$ cat src/rtl/dsg_pkg.sv
package dsg_pkg;
  typedef enum logic [1:0] {
    PRIV_U   = 2'd0,
    PRIV_S   = 2'd1,
    PRIV_RSV = 2'd2,
    PRIV_M   = 2'd3
  } priv_e;

  localparam logic [2:0] ACC_OK      = 3'd0;
  localparam logic [2:0] ACC_BUS_ERR = 3'd3;
endpackage

$ cat src/rtl/dsg_region_eval.sv
module dsg_region_eval #(
  parameter int                     NUM_REGIONS  = 8,
  parameter logic [NUM_REGIONS-1:0] INHIBIT_MASK = '0
) (
  input  logic                   arm_i,
  input  logic [NUM_REGIONS-1:0] match_i,
  output logic                   prot_o
);
  logic [NUM_REGIONS-1:0] hit_vec;

  genvar g;
  generate
    for (g = 0; g < NUM_REGIONS; g++) begin : g_reg
      if (INHIBIT_MASK[g]) begin : g_on
        assign hit_vec[g] = match_i[g];
      end else begin : g_off
        assign hit_vec[g] = 1'b0;
      end
    end
  endgenerate

  assign prot_o = arm_i & (|hit_vec);
endmodule

$ cat src/rtl/dsg_halt_defer.sv
module dsg_halt_defer (
  input  logic clk,
  input  logic rst,
  input  logic req_i,
  input  logic cancel_i,
  input  logic pc_prot_i,
  output logic halt_o
);
  logic pending_q;
  logic want;
  logic take;

  assign want = pending_q | req_i;
  assign take = want & ~cancel_i & ~pc_prot_i;

  always_ff @(posedge clk) begin
    if (rst) begin
      pending_q <= 1'b0;
      halt_o    <= 1'b0;
    end else begin
      halt_o <= take;
      if (cancel_i || take) pending_q <= 1'b0;
      else                  pending_q <= want;
    end
  end


  halt_outside_chk: assert property (@(posedge clk) disable iff (rst)
    halt_o |-> $past(!pc_prot_i));


  pending_hold_chk: assert property (@(posedge clk) disable iff (rst)
    (pending_q && !cancel_i && pc_prot_i) |=> pending_q);


  cancel_clears_chk: assert property (@(posedge clk) disable iff (rst)
    cancel_i |=> (!pending_q && !halt_o));
endmodule

$ cat src/rtl/dsg_event_gate.sv
module dsg_event_gate
  import dsg_pkg::*;
#(
  parameter int                       NUM_TRIG = 4,
  parameter int                       NUM_HPM  = 4,
  parameter int                       CLASS_W  = 4,
  parameter logic [(1<<CLASS_W)-1:0]  EXEMPT   = '0
) (
  input  logic                       clk,
  input  logic                       rst,
  input  logic                       pc_prot_i,
  input  logic [1:0]                 priv_i,
  input  logic [2:0]                 ebreak_en_i,
  input  logic                       ebreak_i,
  input  logic [NUM_TRIG-1:0]        trig_hit_i,
  input  logic                       retire_i,
  input  logic [NUM_HPM-1:0]         hpm_inc_i,
  input  logic [NUM_HPM*CLASS_W-1:0] hpm_class_i,
  output logic                       ebreak_dbg_o,
  output logic                       ebreak_exc_o,
  output logic [NUM_TRIG-1:0]        trig_hit_o,
  output logic                       instret_inc_o,
  output logic [NUM_HPM-1:0]         hpm_inc_o
);
  logic              mode_en;
  logic              to_dbg;
  logic [NUM_HPM-1:0] hpm_pass;

  always_comb begin
    case (priv_e'(priv_i))
      PRIV_M:  mode_en = ebreak_en_i[2];
      PRIV_S:  mode_en = ebreak_en_i[1];
      PRIV_U:  mode_en = ebreak_en_i[0];
      default: mode_en = 1'b0;
    endcase
  end

  assign to_dbg = ebreak_i & mode_en & ~pc_prot_i;

  genvar g;
  generate
    for (g = 0; g < NUM_HPM; g++) begin : g_hpm
      logic [CLASS_W-1:0] cls;
      assign cls         = hpm_class_i[g*CLASS_W +: CLASS_W];
      assign hpm_pass[g] = hpm_inc_i[g] & (~pc_prot_i | EXEMPT[cls]);
    end
  endgenerate

  always_ff @(posedge clk) begin
    if (rst) begin
      ebreak_dbg_o  <= 1'b0;
      ebreak_exc_o  <= 1'b0;
      trig_hit_o    <= '0;
      instret_inc_o <= 1'b0;
      hpm_inc_o     <= '0;
    end else begin
      ebreak_dbg_o  <= to_dbg;
      ebreak_exc_o  <= ebreak_i & ~to_dbg;
      trig_hit_o    <= pc_prot_i ? '0 : trig_hit_i;
      instret_inc_o <= retire_i & ~pc_prot_i;
      hpm_inc_o     <= hpm_pass;
    end
  end


  ebreak_excl_chk: assert property (@(posedge clk) disable iff (rst)
    !(ebreak_dbg_o && ebreak_exc_o));


  ebreak_prot_chk: assert property (@(posedge clk) disable iff (rst)
    (ebreak_i && pc_prot_i) |=> (ebreak_exc_o && !ebreak_dbg_o));


  trig_drop_chk: assert property (@(posedge clk) disable iff (rst)
    pc_prot_i |=> (trig_hit_o == '0));


  instret_chk: assert property (@(posedge clk) disable iff (rst)
    instret_inc_o |-> $past(retire_i && !pc_prot_i));


  hpm_src_chk: assert property (@(posedge clk) disable iff (rst)
    (hpm_inc_o & ~$past(hpm_inc_i)) == '0);
endmodule

$ cat src/rtl/dsg_access_guard.sv
module dsg_access_guard
  import dsg_pkg::*;
(
  input  logic       clk,
  input  logic       rst,
  input  logic       valid_i,
  input  logic       acc_prot_i,
  output logic       go_o,
  output logic [2:0] err_o
);
  always_ff @(posedge clk) begin
    if (rst) begin
      go_o  <= 1'b0;
      err_o <= ACC_OK;
    end else begin
      go_o  <= valid_i & ~acc_prot_i;
      err_o <= (valid_i & acc_prot_i) ? ACC_BUS_ERR : ACC_OK;
    end
  end


  err_no_go_chk: assert property (@(posedge clk) disable iff (rst)
    (err_o != ACC_OK) |-> !go_o);


  blocked_chk: assert property (@(posedge clk) disable iff (rst)
    (valid_i && acc_prot_i) |=> (err_o == ACC_BUS_ERR && !go_o));
endmodule

$ cat src/rtl/dsg_top.sv
module dsg_top #(
  parameter int                     NUM_REGIONS  = 8,
  parameter logic [NUM_REGIONS-1:0] INHIBIT_MASK = 8'b1010_0101,
  parameter int                     NUM_TRIG     = 4,
  parameter int                     NUM_HPM      = 4,
  parameter int                     CLASS_W      = 4,
  parameter logic [(1<<CLASS_W)-1:0] EXEMPT_CLASSES = 16'h002C
) (
  input  logic                       clk,
  input  logic                       rst,
  input  logic                       inhibit_en_i,
  input  logic [NUM_REGIONS-1:0]     pc_match_i,
  input  logic [NUM_REGIONS-1:0]     acc_match_i,
  input  logic [1:0]                 priv_i,
  input  logic [2:0]                 ebreak_en_i,
  input  logic                       ebreak_i,
  input  logic                       halt_req_i,
  input  logic                       halt_cancel_i,
  input  logic [NUM_TRIG-1:0]        trig_hit_i,
  input  logic                       retire_i,
  input  logic [NUM_HPM-1:0]         hpm_inc_i,
  input  logic [NUM_HPM*CLASS_W-1:0] hpm_class_i,
  input  logic                       acc_valid_i,
  output logic                       halt_o,
  output logic                       ebreak_dbg_o,
  output logic                       ebreak_exc_o,
  output logic [NUM_TRIG-1:0]        trig_hit_o,
  output logic                       instret_inc_o,
  output logic [NUM_HPM-1:0]         hpm_inc_o,
  output logic                       acc_go_o,
  output logic [2:0]                 acc_err_o
);
  logic pc_prot;
  logic acc_prot;

  dsg_region_eval #(.NUM_REGIONS(NUM_REGIONS), .INHIBIT_MASK(INHIBIT_MASK)) u_pc_eval (
    .arm_i(inhibit_en_i), .match_i(pc_match_i), .prot_o(pc_prot)
  );

  dsg_region_eval #(.NUM_REGIONS(NUM_REGIONS), .INHIBIT_MASK(INHIBIT_MASK)) u_acc_eval (
    .arm_i(inhibit_en_i), .match_i(acc_match_i), .prot_o(acc_prot)
  );

  dsg_halt_defer u_halt (
    .clk(clk), .rst(rst), .req_i(halt_req_i), .cancel_i(halt_cancel_i),
    .pc_prot_i(pc_prot), .halt_o(halt_o)
  );

  dsg_event_gate #(
    .NUM_TRIG(NUM_TRIG), .NUM_HPM(NUM_HPM), .CLASS_W(CLASS_W), .EXEMPT(EXEMPT_CLASSES)
  ) u_events (
    .clk(clk), .rst(rst), .pc_prot_i(pc_prot), .priv_i(priv_i),
    .ebreak_en_i(ebreak_en_i), .ebreak_i(ebreak_i), .trig_hit_i(trig_hit_i),
    .retire_i(retire_i), .hpm_inc_i(hpm_inc_i), .hpm_class_i(hpm_class_i),
    .ebreak_dbg_o(ebreak_dbg_o), .ebreak_exc_o(ebreak_exc_o), .trig_hit_o(trig_hit_o),
    .instret_inc_o(instret_inc_o), .hpm_inc_o(hpm_inc_o)
  );

  dsg_access_guard u_acc (
    .clk(clk), .rst(rst), .valid_i(acc_valid_i), .acc_prot_i(acc_prot),
    .go_o(acc_go_o), .err_o(acc_err_o)
  );


  disarmed_chk: assert property (@(posedge clk) disable iff (rst)
    !inhibit_en_i |-> (!pc_prot && !acc_prot));


  reset_quiet_chk: assert property (@(posedge clk)
    rst |=> (!halt_o && !ebreak_dbg_o && !ebreak_exc_o && !acc_go_o));
endmodule

$ cat config.mk
export PLATFORM = sky130hd
export DESIGN_NAME = dsg_top
export DESIGN_NICKNAME = d
export VERILOG_FILES = /design/src/rtl/dsg_pkg.sv /design/src/rtl/dsg_region_eval.sv /design/src/rtl/dsg_halt_defer.sv /design/src/rtl/dsg_event_gate.sv /design/src/rtl/dsg_access_guard.sv /design/src/rtl/dsg_top.sv
export SDC_FILE = /design/constraint.sdc
export NUM_CORES = 1
export LEC_CHECK = 0
export BUFFER_PORTS_ARGS = -buffer_cell sky130_fd_sc_hd__buf_2
export CAP_MARGIN = 0
export CORE_MARGIN = 2
export CORE_UTILIZATION = 32
export CTS_CLUSTER_DIAMETER = 80
export CTS_CLUSTER_SIZE = 16
export DETAILED_ROUTE_END_ITERATION = 8
export GPL_ROUTABILITY_DRIVEN = 0
export PLACE_DENSITY = 0.82
export SLEW_MARGIN = 25
export SYNTH_ARGS = -nofsm -noshare
export SYNTH_HDL_FRONTEND = slang
export SYNTH_SLANG_ARGS = --single-unit
$ cat constraint.sdc
create_clock -name clk -period 1.55 [get_ports clk]
set_clock_uncertainty 0.2 [all_clocks]
set_input_delay 0.0775 -clock clk [delete_from_list [all_inputs] [get_ports clk]]
set_output_delay 0.0775 -clock clk [all_outputs]
set_load 0.03 [all_outputs]
==> metrics <==
footprint of the multi-input gates 287 µm²; Clock Path Buffers 2; Crit Path Max Fanout 2; routed len/inst between 10 and 15 µm; end point of the critical path u_acc.err_o[0]$_SDFF_PP0_; drt drc 0; FF+latch count, synth 15; Comb pwr share 28.2%; Crit-path slowest cell dlygate4sd3_1; CP Launch Type primary input; min Tclk post-route between 1 and 1.5 ns; syn_area_per_cell about 11 µm²; max cap viols 0; WP data arrival ~1.4 ns; I/O pin count between 60 and 70; f_max just under 700 MHz; global-route wire length before repair about 3200 µm; clock power share between 20 and 25%; DRT antenna net count 0; Synth Net Count about 110; failing checks hold timing; yosys warns 0; n_diodes 0; TritonCTS Sinks 15; # rows 15; worst reg2reg path startpoint u_halt.pending_q$_SDFF_PP0_; Net Sw Frac a little over a quarter; GRT overflow 0; CP peak stage delay about 0.57 ns; IO buf count 59; critical path type primary input to flop; P_sw about 0.23 mW; Post-CTS Repair Setup Buffers 0; share of cells above drive strength 1 a little under half; hold wc startpoint hpm_class_i[2]; Leak 0.623 nW; sequential area share after synthesis between 50% and 60%; Synth cell types 19; Post-Route WL around 2300 µm; core area about 1700 µm²; Flop pwr share a little under half; Die ar. 2230 µm²; final setup fails 0; hpwl dp around 1200 µm; final hold violations 1; Die W roughly 47 µm; CTS tree yes; DP Area 913 µm²; GRT Total Usage 20.3%; r2r endpoint u_halt.halt_o$_SDFF_PP0_; Post-Synthesis Cell Area about 600 µm²; drt first pass iters 2; RSZ-0062 raised after global routing false; initial antenna violation count 0; period utilization a little over nine tenths; Worst Hold Depth 4; nets between 200 and 250; die height between 40 and 50 µm; Internal Power 0.638 mW; DR iter-0 viols 1; Pwr Total 0.865 mW; Seq. cell area 300 µm²; vias in the first global route about 800; worst-case reg-to-reg path depth 2; Cell Chain, Critical Path dlygate4sd3_1, buf_2, nand2b_1, dlygate4sd3_1, nor2_1; Layout area overhead 114%; crit path from acc_valid_i; worst min path class primary input to flop; H-tree depth 1; largest net degree at the start of global routing 9; Reg2Reg Setup Slack ~0.70 ns; routed vias between 800 and 900; CTS buffer count 3; initial core utilization about a third; Crit path required time roughly 1.5 ns; Crit path top cell by count dlygate4sd3_1; P per Cell Area just under 700 nW/µm²; clock latency at the later pin of the worst-skew pair around 0.27 ns; Fillers between 100 and 150; design area 1280 µm²; Via-to-Cell Ratio ~4.6; setup TNS 0 ns; Max VDD drop 0.374 mV; max-slew violations 0; root buffer cell clkbuf_4; Worst-path clk slew around 0.090 ns; WHS -0.000693 ns; CP endpoint kind flop; outcome complete, but fails checks; Post-Syn Instances 56
layout by cell type (no fill, tap or decap), types with 2 or more instances in the layout:
cell / synthesis / routed
buf_2: 0 / 59
dlygate4sd3_1: 0 / 33
dfxtp_1: 15 / 15
nor3b_1: 9 / 8
and2_1: 5 / 5
nor4bb_1: 4 / 4
nor3_1: 4 / 4
nor2_1: 3 / 3
clkbuf_4: 0 / 3
nand2b_1: 2 / 2
registers in the layout, indices dropped and copies added (netlist names):
register / cells
u_acc.go_o: 1
u_events.ebreak_dbg_o: 1
u_events.instret_inc_o: 1
u_events.trig_hit_o: 4
u_events.ebreak_exc_o: 1
u_events.hpm_inc_o: 4
u_halt.halt_o: 1
u_halt.pending_q: 1
u_acc.err_o: 1
worst max-delay path, delay by kind of cell:
family | cells | cell delay [ns]
buffers and inverters | 3 | 1.23
AND/OR/NAND/NOR | 2 | 0.10
power groups by stage:
stage / clock, mW / sequential (mW) / combinational [mW]
finish: 0.214 / 0.407 / 0.244
detailed placement: 0 / 0.415 / 0.170
global route: 0.234 / 0.408 / 0.262
CTS: 0.222 / 0.406 / 0.235
global placement: 0 / 0.415 / 0.166
floorplan: 0 / 0.450 / 0.0534
cell type report:
type | count | area share [%]
multi-input combinational | 37 | 22.4
sequential | 15 | 23.4
clock buffer | 4 | 2.05
tap | 25 | 2.44
timing repair buffer | 93 | 49.4
inverter | 1 | 0.293
worst min path at each step:
stage / to / slack (ns)
floorplan: u_halt.halt_o$_SDFF_PP0_ / -0.05
global placement: u_halt.pending_q$_SDFF_PP0_ / 0.07
detailed placement: u_halt.pending_q$_SDFF_PP0_ / 0.07
CTS: u_events.hpm_inc_o[1]$_SDFF_PP0_ / 0.00003
global route: u_events.ebreak_dbg_o$_SDFF_PP0_ / 0.04
finish: u_events.hpm_inc_o[0]$_SDFF_PP0_ / -0.0007
layer usage:
layer,up-vias,share of wire (%),track usage [%]
met3,4,8.5,6.15
met4,0,1.1,8.33
li1,386,-,-
met5,-,0,0
met1,370,39,19.1
met2,45,52,39.7
cells in the mapped netlist:
cell | instances | share of area, %
o41ai_1 | 1 | 1.5
nor3b_1 | 9 | 11
nor4bb_1 | 4 | 6.7
nand2b_1 | 2 | 2.1
nor3_1 | 4 | 3.3
conb_1 | 1 | 0.63
and2_1 | 5 | 5.2
buf_4 | 2 | 2.5
a21oi_1 | 1 | 0.84
inv_1 | 1 | 0.63
dfxtp_1 | 15 | 50
and2b_2 | 1 | 1.5
nor2b_1 | 1 | 1.0
mux2_2 | 1 | 1.9
clkbuf_1 | 1 | 0.63
o41ai_4 | 1 | 4.6
a22o_1 | 1 | 1.5
nor4_1 | 2 | 2.1
nor2_1 | 3 | 1.9
repair_timing:
action | in CTS | in global routing
endpoints found under the hold margin | 15 | 1
endpoints found under the setup margin | 0 | 2
hold buffers | 34 | 1
gates resized for setup | 0 | 2
kinds of logic after synthesis:
logic type | share of synthesized area, %
AOI/OAI and AO/OA | 8.37
and+or+nand+nor | 35.1
other | 0.627
muxes | 1.88
buffers and inverters | 3.76
DFF | 50.2
through the flow:
stage / hold WS, ns / utilization, % / std cells / setup WS [ns]
finish: -0.000693 / 73.4 / 175 / 0.0907
global route: 0.0380 / 73.4 / 175 / 0.0591
CTS: 0.0000253 / 73.3 / 176 / 0.0377
detailed placement: 0.0684 / 52.3 / 138 / 0.246
global placement: 0.0658 / 52.3 / 138 / 0.261
floorplan: -0.0451 / - / 56 / 0.415
Power figures use the tool's default switching activity.
